$ cat src/rtl/psd_pkg.sv
package psd_pkg;
  localparam int P_BASE = 8;
  localparam int SEL_W  = 2;
  localparam int P_MAX  = P_BASE << ((1 << SEL_W) - 1);
  localparam int PC_W   = $clog2(P_MAX) + 1;

  typedef struct packed {
    logic frameEnd;   // last prescaler period of an output period ends now
    logic nextWide;   // prescaler period being started lasts P+1 cycles
  } psdStrobe_t;

  function automatic logic [PC_W-1:0] modOf(input logic [SEL_W-1:0] s);
    return PC_W'(P_BASE) << s;
  endfunction
endpackage

$ cat src/rtl/psd_datapath.sv
module psd_datapath
  import psd_pkg::*;
#(
  parameter int BW      = 13,
  parameter int AW      = 6,
  parameter int MIN_B   = 3,
  parameter int DEF_B   = 3,
  parameter int DEF_A   = 0,
  parameter int DEF_SEL = 0
) (
  input  logic             clk,
  input  logic             rst,
  input  logic [SEL_W-1:0] preSel,
  input  logic [BW-1:0]    bIn,
  input  logic [AW-1:0]    aIn,
  input  psdStrobe_t       stb,
  output logic             preEnd,
  output logic [BW-1:0]    nextB,
  output logic [AW-1:0]    nextA,
  output logic             divOut,
  output logic             cfgBad
);
  logic [SEL_W-1:0] actSel, nextSel;
  logic [BW-1:0]    actB;
  logic [AW-1:0]    actA;
  logic [PC_W-1:0]  preCnt, pNow, pNext;
  logic             inValid;

  assign inValid = (bIn >= BW'(MIN_B)) && (BW'(aIn) <= bIn);
  assign cfgBad  = !inValid;

  always_comb begin
    if (inValid) begin
      nextSel = preSel;
      nextB   = bIn;
      nextA   = aIn;
    end else if (rst) begin
      nextSel = SEL_W'(DEF_SEL);
      nextB   = BW'(DEF_B);
      nextA   = AW'(DEF_A);
    end else begin
      nextSel = actSel;
      nextB   = actB;
      nextA   = actA;
    end
  end

  assign pNow   = modOf(actSel);
  assign pNext  = modOf(nextSel);
  assign preEnd = (preCnt == '0);

  always_ff @(posedge clk) begin
    if (rst || stb.frameEnd) begin
      actSel <= nextSel;
      actB   <= nextB;
      actA   <= nextA;
      preCnt <= stb.nextWide ? pNext : pNext - PC_W'(1);
    end else if (preEnd) begin
      preCnt <= stb.nextWide ? pNow : pNow - PC_W'(1);
    end else begin
      preCnt <= preCnt - PC_W'(1);
    end
    divOut <= stb.frameEnd;
  end

  a_r1_single_pulse: assert property (@(posedge clk) disable iff (rst)
    divOut |=> !divOut);
  a_r2_prescaler_range: assert property (@(posedge clk) disable iff (rst)
    preCnt <= pNow);
  a_r7_hold_between_frames: assert property (@(posedge clk) disable iff (rst)
    !stb.frameEnd |=> ($stable(actSel) && $stable(actB) && $stable(actA)));
endmodule

$ cat src/rtl/psd_control.sv
module psd_control
  import psd_pkg::*;
#(
  parameter int BW = 13,
  parameter int AW = 6
) (
  input  logic          clk,
  input  logic          rst,
  input  logic          preEnd,
  input  logic [BW-1:0] nextB,
  input  logic [AW-1:0] nextA,
  output psdStrobe_t    stb
);
  logic [BW-1:0] bCnt;   // prescaler periods left, current one included
  logic [AW-1:0] aCnt;   // long periods left, current one included
  logic          reload;

  assign stb.frameEnd = !rst && preEnd && (bCnt == BW'(1));
  assign reload       = rst || stb.frameEnd;
  assign stb.nextWide = reload ? (nextA != '0) : (aCnt > AW'(1));

  always_ff @(posedge clk) begin
    if (reload) begin
      bCnt <= nextB;
      aCnt <= nextA;
    end else if (preEnd) begin
      bCnt <= bCnt - BW'(1);
      if (aCnt != '0) aCnt <= aCnt - AW'(1);
    end
  end

  a_r4_swallow_within_main: assert property (@(posedge clk) disable iff (rst)
    BW'(aCnt) <= bCnt);
  a_r1_main_nonzero: assert property (@(posedge clk) disable iff (rst)
    bCnt != '0);
endmodule

$ cat src/rtl/pulse_swallow_divider.sv
module pulse_swallow_divider
  import psd_pkg::*;
#(
  parameter int BW      = 13,
  parameter int AW      = 6,
  parameter int MIN_B   = 3,
  parameter int DEF_B   = 3,
  parameter int DEF_A   = 0,
  parameter int DEF_SEL = 0
) (
  input  logic          clk,
  input  logic          rst,
  input  logic [1:0]    preSel,
  input  logic [BW-1:0] bLoad,
  input  logic [AW-1:0] aLoad,
  output logic          divOut,
  output logic          cfgBad
);
  psdStrobe_t    stb;
  logic          preEnd;
  logic [BW-1:0] nextB;
  logic [AW-1:0] nextA;

  psd_datapath #(
    .BW(BW), .AW(AW), .MIN_B(MIN_B),
    .DEF_B(DEF_B), .DEF_A(DEF_A), .DEF_SEL(DEF_SEL)
  ) u_dp (
    .clk(clk), .rst(rst), .preSel(preSel), .bIn(bLoad), .aIn(aLoad),
    .stb(stb), .preEnd(preEnd), .nextB(nextB), .nextA(nextA),
    .divOut(divOut), .cfgBad(cfgBad)
  );

  psd_control #(.BW(BW), .AW(AW)) u_ctl (
    .clk(clk), .rst(rst), .preEnd(preEnd),
    .nextB(nextB), .nextA(nextA), .stb(stb)
  );
endmodule

$ cat config.mk
export PLATFORM = sky130hd
export DESIGN_NAME = pulse_swallow_divider
export DESIGN_NICKNAME = d
export VERILOG_FILES = /design/src/rtl/psd_pkg.sv /design/src/rtl/psd_datapath.sv /design/src/rtl/psd_control.sv /design/src/rtl/pulse_swallow_divider.sv
export SDC_FILE = /design/constraint.sdc
export NUM_CORES = 1
export LEC_CHECK = 0
export BUFFER_PORTS_ARGS = -buffer_cell sky130_fd_sc_hd__clkbuf_2
export CAP_MARGIN = 40
export CELL_PAD_IN_SITES_DETAIL_PLACEMENT = 1
export CELL_PAD_IN_SITES_GLOBAL_PLACEMENT = 2
export CORE_MARGIN = 2
export CORE_UTILIZATION = 25
export CTS_BUF_LIST = sky130_fd_sc_hd__clkbuf_4 sky130_fd_sc_hd__clkbuf_8
export DETAILED_ROUTE_END_ITERATION = 8
export GPL_TIMING_DRIVEN = 0
export PLACE_DENSITY = 0.66
export SLEW_MARGIN = 20
export SYNTH_ARGS = -nofsm -noshare
export SYNTH_HDL_FRONTEND = slang
export SYNTH_SLANG_ARGS = --single-unit
export TNS_END_PERCENT = 1
$ cat constraint.sdc
create_clock -name clk -period 2.5 [get_ports clk]
set_input_delay 0.375 -clock clk [delete_from_list [all_inputs] [get_ports clk]]
set_output_delay 0.375 -clock clk [all_outputs]
set_load 0.05 [all_outputs]
==> results.toml <==
[clock_network]
cts_buffers = 5
clockBufferDepth = 2
h-tree-depth = 2
clkLatencyLatePin_ns = 0.30
clkSinkCount = 48
cts.reportedPaths.clkPinSlew_ns = 0.10
cts_tree = "built"
cts-root-buf = "clkbuf_8"
cts_hold_buf = 0

[yosys]
synthFlopType = "edfxtp_1"
synth.cell_area_um2 = 2800
synth_mux_area_share_pct = 7.10
synth_top_family_by_area = "simple AND/OR/NAND/NOR gates"
ys_ff_latch = 48
syn_nets = 286
synth_xor_area_share_pct = 6.88
synth-simple-area-share_pct = 16.2
synth.avg_cell_area_um2 = 11.1
ys_async_sr_fraction_pct = 0
synthAdderAreaFrac_pct = 4.92
yosysUniqueCellTypes = 46
synth-compound-area-share_pct = 12.7
synth_cells = 252
synth_seq_area_share_pct = 48.6
yosysWarnings = 0
synth_edf_count = 40

[critical_path]
r2r_cells = 8
cp_max_fo = 10
cp-end-kind = "output pin"
critical_path_required_ns = 2.12
worstSetupPathType = "input port to output pin"
start_kind = "input port"
arrival_ns = 1.99

[die]
core_um2 = 10900
floorplan.initialDensity_pct = 25.7
die_x_um = 110
die_h_um = 110
rows = 38
boundaryPins = 25
die-area_um2 = 12100

[pwr]
p_leak_nw = 1.27
p_per_area_nw_per_um2 = 645
vdd_drop_max_mv = 0.232

[sta]
finalCriticalPeriod_ns = 2.37
whs_ns = 0.364
min_period_over_period_pct = 94.7
fin_setup_tns_ns = 0
max_slew_margin_pct = 47.6
final-setup-viol-count = 0
tightest_slew_ns = 0.778
worst_slack_ns = 0.133
hold_viol = 0
max_freq_mhz = 423
clock_skew_ns = 0.0128
slew_violations = 0

[place]
gp_congestion = 0.716
dpl_worst_slack_ns = -0.566
io_buffers = 23
dp_hpwl_mm = 5.08

[detailed_routing]
ant_nets = 0
vias_per_cell = 4.78
wl_per_cell_um = 15.7
wl_mm = 6.83
drt_iter0_markers = 46
first_pass_iters = 4
drc = 0
vias = 2085

[layout]
antenna_cells = 0
layout.nets = 329
drive_gt1_share_pct = 26.7
area_delta_synth_final_pct = 19.9

[global_routing]
grt-ovfl-total = 0
grt_max_degree = 18
grt_pass1_vias = 2238
grt_use_total_pct = 12.0
antenna_found_initial = 0
grt_pass1_wl_mm = 11.1

[min_path]
min_path_cells = 2
holdCritPathClass = "input port to flop"

[status]
status = "finished clean"

[job]
drv_cap = 0
==> cell usage in the layout (no fill, tap or decap), drive strengths merged, types with 3 or more instances in the layout <==
cell type / instances
nor2: 16
buf: 15
o21ai: 14
edfxtp: 40
mux2: 15
xnor2: 13
ha: 11
nor3: 6
nor2b: 6
nand3: 6
nor4: 9
mux2i: 3
clkbuf: 34
inv: 16
dfxtp: 8
nand2: 13
nand3b: 8
xor2: 9
a21o: 9
a21oi: 12
a31oi: 5
==> power by group <==
part	internal, W	leakage [nW]	total (W)	switching [W]
Sequential	0.00102	0.458	0.00114	0.000114
Clock	0.000210	0.0448	0.000474	0.000264
Combinational	0.000271	0.766	0.000552	0.000281
Total	0.00151	1.27	0.00216	0.000658
==> Yosys cell counts (2+ instances only) <==
master     n  area, µm²
nor3_1     6       30.0
clkbuf_1   5       18.8
nand2_1   13       48.8
nand4_1    2       12.5
nor2b_1    6       37.5
dfxtp_1    8        160
nor2_1    16       60.1
nor4b_1    2       17.5
edfxtp_1  40       1200
a21o_1     9       67.6
or4_1      2       15.0
o21ai_0   14       70.1
o21a_1     2       15.0
mux2_2    14        158
xor2_1     9       78.8
a31oi_1    4       25.0
o211ai_1   2       15.0
ha_1      11        138
o31ai_1    2       15.0
nand3b_1   8       60.1
mux2i_1    3       30.0
nor4_1     7       43.8
buf_4      2       15.0
inv_1     15       56.3
nand3_1    6       30.0
a21oi_1   11       55.1
or3_1      2       12.5
xnor2_1   13        114
==> state kept, by name, summed over array words and instances (netlist names) <==
name / count
u_dp.divOut: 1
u_ctl.aCnt: 6
u_dp.preCnt: 7
u_dp.actB: 13
u_dp.actA: 6
u_dp.actSel: 2
u_ctl.bCnt: 13
==> per-layer routing <==
| layer | part of all wire, % | GRT usage [%] | vias up |
|---|---|---|---|
| met2 | 49 | 21.0 | 17 |
| met3 | 3.1 | 2.73 | 5 |
| li1 | - | - | 1019 |
| met4 | 0.67 | 1.90 | 0 |
| met1 | 47 | 15.3 | 1044 |
| met5 | 0 | 0 | - |
==> layout make-up <==
class	instances	area [µm²]
Buffer	8	47.5
Fill cell	1223	7530
Inverter	16	71.3
Clock buffer	6	76.3
Timing Repair inverter	1	6.26
Tap cell	140	175
Clock inverter	2	16.3
Timing Repair Buffer	35	224
Sequential cell	48	1360
Multi-Input combinational cell	180	1380
==> repair_timing <==
item,CTS,global route
setup buffers,6,5
resized for setup,12,6
pin swaps,2,4
endpoints found under the setup margin,48,34
gates cloned,1,0
==> stage by stage <==
stage | area (µm²) | total power [W] | util, % | cells
finish | 3360 | 0.00216 | 30.8 | 436
global route | 3360 | 0.00230 | 30.8 | 436
CTS | 3290 | 0.00217 | 30.3 | 430
detailed placement | 3090 | 0.00164 | 28.4 | 415
global placement | 3090 | 0.00162 | 28.4 | 415
floorplan | 2800 | 0.00150 | - | 252
==> final timing paths <==
check,start,slack (ns),to
max,bLoad[4],0.13,cfgBad
min,bLoad[12],0.36,u_dp.actB[12]$_DFFE_PP_
max reg2reg,u_dp.preCnt[0]$_DFF_P_,0.15,u_ctl.bCnt[4]$_DFFE_PP_
min reg2reg,u_dp.preCnt[0]$_DFF_P_,0.48,u_dp.preCnt[0]$_DFF_P_
==> cells by family after synthesis <==
| family | after synthesis |
|---|---|
| compound gates | 51 |
| xor+xnor | 22 |
| buf+inv | 24 |
| simple gates | 78 |
| flops | 48 |
| mux | 18 |
| fa+ha+maj | 11 |
==> worst max-delay path, cell delays in order <==
cell and delay [ns]:
clkbuf_2 0.10, inv_1 0.06, ha_1 0.29, nand3_1 0.11, a21o_1 0.18, a311oi_2 0.30, buf_6 0.20, buf_4 0.18
clkbuf_8 0.19
Note: power is estimated with default switching activity, not from simulation.
